### src/rtl/agu_pkg.sv
package agu_pkg;
    localparam int unsigned AGU_AW = 16;

    typedef enum logic [1:0] {
        STEP_LINEAR = 2'd0,
        STEP_CIRC   = 2'd1,
        STEP_BREV   = 2'd2
    } step_mode_e;
endpackage

### src/rtl/agu_circ_step.sv
module agu_circ_step #(
    parameter int unsigned AW = 16
) (
    input  logic [AW-1:0] ptr,
    input  logic [AW-1:0] step,
    input  logic          circ_en,
    input  logic [AW-1:0] lo,
    input  logic [AW-1:0] hi,
    output logic [AW-1:0] nxt
);
    localparam int unsigned SW = AW + 2;

    logic signed [SW-1:0] sum_w, lo_w, hi_w, len_w, res_w;

    always_comb begin
        sum_w = $signed({2'b00, ptr}) + $signed({{2{step[AW-1]}}, step});
        lo_w  = $signed({2'b00, lo});
        hi_w  = $signed({2'b00, hi});
        len_w = hi_w - lo_w + SW'(2);
        res_w = sum_w;
        if (circ_en && !step[AW-1] && (sum_w > hi_w)) begin
            res_w = sum_w - len_w;
        end else if (circ_en && step[AW-1] && (sum_w < lo_w)) begin
            res_w = sum_w + len_w;
        end
        nxt = {res_w[AW-1:1], 1'b0};
    end
endmodule

### src/rtl/agu_brev_step.sv
module agu_brev_step #(
    parameter int unsigned AW = 16
) (
    input  logic [AW-1:0] ptr,
    input  logic [AW-1:0] modv,
    output logic [AW-1:0] nxt,
    output logic [AW-1:0] fld_mask
);
    int unsigned top_bit;
    logic        found;
    logic        cy;

    always_comb begin
        top_bit = 0;
        found   = 1'b0;
        for (int i = AW - 1; i >= 1; i--) begin
            if (!found && modv[i]) begin
                top_bit = i;
                found   = 1'b1;
            end
        end

        fld_mask = '0;
        for (int i = 1; i < AW; i++) begin
            fld_mask[i] = found && (i <= top_bit);
        end

        cy  = 1'b0;
        nxt = '0;
        for (int i = AW - 1; i >= 1; i--) begin
            if (fld_mask[i]) begin
                nxt[i] = ptr[i] ^ modv[i] ^ cy;
                cy     = (ptr[i] & modv[i]) | (cy & (ptr[i] ^ modv[i]));
            end else begin
                nxt[i] = ptr[i];
            end
        end
        nxt[0] = 1'b0;
    end
endmodule

### src/rtl/agu_addr_gen.sv
module agu_addr_gen
    import agu_pkg::*;
#(
    parameter int unsigned AW = AGU_AW
) (
    input  logic          clk,
    input  logic          rst_n,
    input  logic          x_acc,
    input  logic [AW-1:0] x_ptr,
    input  logic [AW-1:0] x_step,
    input  logic          x_circ_en,
    input  logic [AW-1:0] x_lo,
    input  logic [AW-1:0] x_hi,
    input  logic          x_brev_en,
    input  logic [AW-1:0] x_brev_mod,
    input  logic          y_acc,
    input  logic [AW-1:0] y_ptr,
    input  logic [AW-1:0] y_step,
    input  logic          y_circ_en,
    input  logic [AW-1:0] y_lo,
    input  logic [AW-1:0] y_hi,
    output logic [AW-1:0] x_next,
    output logic [AW-1:0] y_next
);
    localparam int unsigned NSP = 2;

    typedef struct packed {
        logic [AW-1:0] x_ptr;
        logic [AW-1:0] y_ptr;
    } agu_state_t;

    agu_state_t st_d, st_q;

    logic [NSP-1:0][AW-1:0] sp_ptr, sp_step, sp_lo, sp_hi, sp_circ_nxt;
    logic [NSP-1:0]         sp_circ_en;
    logic [AW-1:0]          x_brev_nxt, x_fld_mask;
    step_mode_e             x_mode;

    assign sp_ptr     = {y_ptr, x_ptr};
    assign sp_step    = {y_step, x_step};
    assign sp_lo      = {y_lo, x_lo};
    assign sp_hi      = {y_hi, x_hi};
    assign sp_circ_en = {y_circ_en, x_circ_en};

    for (genvar s = 0; s < NSP; s++) begin : g_space
        agu_circ_step #(.AW(AW)) u_circ (
            .ptr     (sp_ptr[s]),
            .step    (sp_step[s]),
            .circ_en (sp_circ_en[s]),
            .lo      (sp_lo[s]),
            .hi      (sp_hi[s]),
            .nxt     (sp_circ_nxt[s])
        );
    end

    agu_brev_step #(.AW(AW)) u_brev (
        .ptr      (x_ptr),
        .modv     (x_brev_mod),
        .nxt      (x_brev_nxt),
        .fld_mask (x_fld_mask)
    );

    always_comb begin
        if (x_brev_en)      x_mode = STEP_BREV;
        else if (x_circ_en) x_mode = STEP_CIRC;
        else                x_mode = STEP_LINEAR;

        st_d = st_q;
        if (x_acc) begin
            st_d.x_ptr = (x_mode == STEP_BREV) ? x_brev_nxt : sp_circ_nxt[0];
        end
        if (y_acc) begin
            st_d.y_ptr = sp_circ_nxt[1];
        end
    end

    always_ff @(posedge clk) begin
        if (!rst_n) st_q <= '0;
        else        st_q <= st_d;
    end

    assign x_next = st_q.x_ptr;
    assign y_next = st_q.y_ptr;

    assert_linear_R2: assert property (@(posedge clk) disable iff (!rst_n)
        (x_acc && !x_circ_en && !x_brev_en) |=>
            (x_next == (($past(x_ptr) + $past(x_step)) & ~AW'(1))));

    assert_x_in_buf_R5: assert property (@(posedge clk) disable iff (!rst_n)
        (x_acc && x_circ_en && !x_brev_en && x_ptr >= x_lo && x_ptr <= x_hi
         && !x_ptr[0] && !x_lo[0] && !x_hi[0] && x_lo < x_hi
         && (x_step[AW-1] ? (AW'(0) - x_step) : x_step) <= (x_hi - x_lo + AW'(2))) |=>
            (x_next >= $past(x_lo) && x_next <= $past(x_hi)));

    assert_y_in_buf_R6: assert property (@(posedge clk) disable iff (!rst_n)
        (y_acc && y_circ_en && y_ptr >= y_lo && y_ptr <= y_hi
         && !y_ptr[0] && !y_lo[0] && !y_hi[0] && y_lo < y_hi
         && (y_step[AW-1] ? (AW'(0) - y_step) : y_step) <= (y_hi - y_lo + AW'(2))) |=>
            (y_next >= $past(y_lo) && y_next <= $past(y_hi)));

    assert_brev_upper_R8: assert property (@(posedge clk) disable iff (!rst_n)
        (x_acc && x_brev_en) |=>
            (((x_next ^ $past(x_ptr)) & ~($past(x_fld_mask) | AW'(1))) == '0));

    assert_hold_x_R10: assert property (@(posedge clk) disable iff (!rst_n)
        !x_acc |=> $stable(x_next));

    assert_hold_y_R10: assert property (@(posedge clk) disable iff (!rst_n)
        !y_acc |=> $stable(y_next));

    assert_lsb_zero_R2: assert property (@(posedge clk) disable iff (!rst_n)
        (x_acc || y_acc) |=> (!x_next[0] && !y_next[0]));
endmodule

### config.mk
export PLATFORM = sky130hd
export DESIGN_NAME = agu_addr_gen
export DESIGN_NICKNAME = d
export VERILOG_FILES = /design/src/rtl/agu_pkg.sv /design/src/rtl/agu_circ_step.sv /design/src/rtl/agu_brev_step.sv /design/src/rtl/agu_addr_gen.sv
export SDC_FILE = /design/constraint.sdc
export NUM_CORES = 1
export LEC_CHECK = 0
export BUFFER_PORTS_ARGS = -buffer_cell sky130_fd_sc_hd__clkbuf_2
export CAP_MARGIN = 20
export CORE_MARGIN = 2
export CORE_UTILIZATION = 53
export CTS_CLUSTER_DIAMETER = 150
export CTS_CLUSTER_SIZE = 20
export DETAILED_ROUTE_END_ITERATION = 7
export GPL_TIMING_DRIVEN = 0
export PLACE_DENSITY = 0.8
export SLEW_MARGIN = 30
export SYNTH_ARGS = -nofsm -noshare
export SYNTH_HDL_FRONTEND = slang
export SYNTH_SLANG_ARGS = --single-unit
export TNS_END_PERCENT = 20
### constraint.sdc
create_clock -name clk -period 7.86 [get_ports clk]
set_input_delay 0.393 -clock clk [delete_from_list [all_inputs] [get_ports clk]]
set_output_delay 0.393 -clock clk [all_outputs]
set_load 0.02 [all_outputs]
==> impl_metrics.json <==
{
  "cts-hold-fix-buffers": 0,
  "slowest_stage": "fa_2",
  "hold_slack_ns": 0.458,
  "htree_levels": 2,
  "cts_setup_buffers": 0,
  "final_common_cell": "ha_1",
  "viasPerCell": 5.94,
  "swShare": 0.525,
  "crit_path_end_kind": "register",
  "arrival_ns": 7.75,
  "antenna_found_initial": 0,
  "start_util": 0.535,
  "drc_errors": 0,
  "peakVddDrop_mv": 0.0930,
  "period_needed_ns": 7.60,
  "via_count": 9937,
  "max_freq_mhz": 132,
  "cell_internal_pwr_mw": 1.00,
  "path_class": "in2reg",
  "gr-usage-all-layers": 0.270,
  "io_pins": 183,
  "worstMarginPinSlew_ns": 0.816,
  "globalplace.congestion": 0.971,
  "setup_slack_ns": 0.262,
  "dpl.hpwl_um": 23300,
  "dr.pass1.iters": 5,
  "grt_pass1_wl_um": 43700,
  "cts_buffer_depth": 2,
  "cts_tree": "yes",
  "syn-cell-area_mm2": 0.00954,
  "finalHoldViolCount": 0,
  "status": "complete, no violations",
  "startpoint_type": "primary input",
  "min_path_cells": 2,
  "die_area_mm2": 0.0191,
  "ys_ff_latch": 30,
  "areaGrowthSynthToFinish_pct": 13.9,
  "syn-instance-count": 1258,
  "max_slew_margin": 0.452,
  "reg2reg_depth": 4,
  "grt_pass1_vias": 9683,
  "synth_area_per_cell_um2": 7.59,
  "drv_slew": 0,
  "drv_cap": 0,
  "cts_sinks": 30,
  "setup-tns-final_ns": 0,
  "wl_um": 26800,
  "drt-initial-drc-count": 702,
  "cts_buffers": 5,
  "timing.final.crit_share": 0.967,
  "switchingPower_mw": 1.11,
  "report.power.total_mw": 2.11,
  "clock_skew_ns": 0,
  "path_clk_slew_ns": 0.05,
  "ant_nets": 0,
  "core_mm2": 0.0178,
  "drive_gt1_frac": 0.166,
  "cts-resized-gates": 0,
  "synth.distinct_cells": 84,
  "utilization": 0.609,
  "port_buffers": 176,
  "root_buffer": "clkbuf_16",
  "grt_max_degree": 11,
  "required_ns": 8.02,
  "num-nets-final": 1825,
  "setup-violations-final": 0,
  "preCtsSetupSlack_ns": -0.172,
  "synth_flop_cell": "dfxtp_1",
  "p_leak_nw": 5.45,
  "wire_per_inst_um": 16.1,
  "powerDensity_mw_per_mm2": 194,
  "max_stage_delay_ns": 0.40,
  "die_h_um": 138,
  "synth_edf_count": 0,
  "nFillCells": 1623,
  "hold_path_class": "reg2reg",
  "die_w_um": 138,
  "core.rowCount": 49,
  "p_seq_frac": 0.092,
  "overflow": 0,
  "power_frac_comb": 0.823,
  "synthArstFlopShare": 0,
  "layout_common_cells": "ha_1 (211), clkbuf_2 (175), inv_1 (144), nor2_1 (102), a21oi_1 (88)",
  "seq_area_frac_synth": 0.0629,
  "ys_warn_count": 0,
  "pwr-share-clk": 0.085,
  "critPathMaxFanout": 7,
  "clock_latency_ns": 0.27
}
## state kept, by name (all words and copies together), names as in the netlist
| name | flops |
|---|---|
| x_next | 15 |
| y_next | 15 |
## cells by family after synthesis
group                    share of synthesized area
adder cells (fa/ha/maj)                      0.321
XOR/XNOR                                    0.0620
flip-flops                                  0.0629
AND/OR/NAND/NOR                              0.180
multiplexers                                0.0170
other                                     0.000393
buffers and inverters                       0.0724
AO/OA/AOI/OAI                                0.285
## synthesized netlist by cell type (5+ instances only)
library cell  count  area share
clkbuf_1         22      0.0087
mux2_2           10       0.012
xnor2_1          45       0.041
fa_1             21       0.044
o31ai_1          11      0.0087
nor2b_1          25       0.016
nand4_1           6      0.0039
inv_1           144       0.057
o21ai_0          44       0.023
and2_1            9      0.0059
a221o_1          10       0.010
o211ai_1         11      0.0087
nor2_1          102       0.040
or2_2            10      0.0066
or3_1            12      0.0079
o21bai_1         26       0.020
nor4_1            6      0.0039
o21ai_1           9      0.0047
nand2b_1         23       0.015
buf_2             6      0.0031
and3_1            6      0.0039
a22o_1            7      0.0064
nand3_1          21       0.011
or4_1             5      0.0039
a221oi_1         10      0.0092
mux2i_1           5      0.0052
a31o_2            5      0.0046
a21oi_1          88       0.046
a31oi_1          16       0.010
o221ai_1         11       0.010
a211oi_1         25       0.020
xor2_1           20       0.018
nor3_1           49       0.026
ha_1            211        0.28
dfxtp_1          30       0.063
nand2_1          58       0.023
a21o_1           20       0.016
o22ai_1          16       0.010
o21a_1           26       0.020
## per-stage QoR
| stage | std cells | cell area, µm² |
|---|---|---|
| after floorplan | 1259 | 9550 |
| final | 1672 | 10900 |
| after detailed placement | 1664 | 10700 |
| after CTS | 1671 | 10800 |
| after global placement | 1664 | 10700 |
| after global routing | 1671 | 10900 |
## final timing paths
path / from / to / slack [ns]
worst max-delay path: x_brev_mod[15] / x_next[2] / 0.26
worst min-delay path: y_next[15] / y_next[15] / 0.46
worst max register to register: x_next[15] / x_next[15] / 7.03
worst min register to register: y_next[15] / y_next[15] / 0.46
## layout make-up
class                      count  area, µm²  share of cell area
multi-input combinational   1052       8270               0.761
timing repair buffer         176        881              0.0811
sequential                    30        601              0.0553
inverter                     145        544              0.0501
tap                          229        287              0.0264
buffer                        32        146              0.0135
clock buffer                   5        125              0.0115
clock inverter                 2       10.0            0.000921
antenna                        1       2.50            0.000230
## worst max-delay path, delay by kind of cell
kind | cells | cell delay, ns
buffers and inverters | 1 | 0.14
and+or+nand+nor | 14 | 2.01
adders and majority gates | 14 | 4.76
AOI/OAI and AO/OA | 1 | 0.13
muxes | 1 | 0.28
## power groups by stage
stage	Clock, mW	Sequential (mW)	Combinational [mW]
after floorplan	0	0.219	1.27
after global placement	0	0.196	1.65
after detailed placement	0	0.196	1.69
after CTS	0.180	0.194	1.70
after global routing	0.188	0.195	1.94
final	0.179	0.195	1.73
## metal layers
| layer | vias to the layer above | wire, µm | global-route usage |
|---|---|---|---|
| met2 | 337 | 13300 | 0.498 |
| met4 | 0 | 1490 | 0.158 |
| met1 | 4533 | 10900 | 0.308 |
| met5 | - | 0 | 0 |
| met3 | 96 | 1160 | 0.0170 |
| li1 | 4971 | - | - |
(Power assumes the default switching activity.)
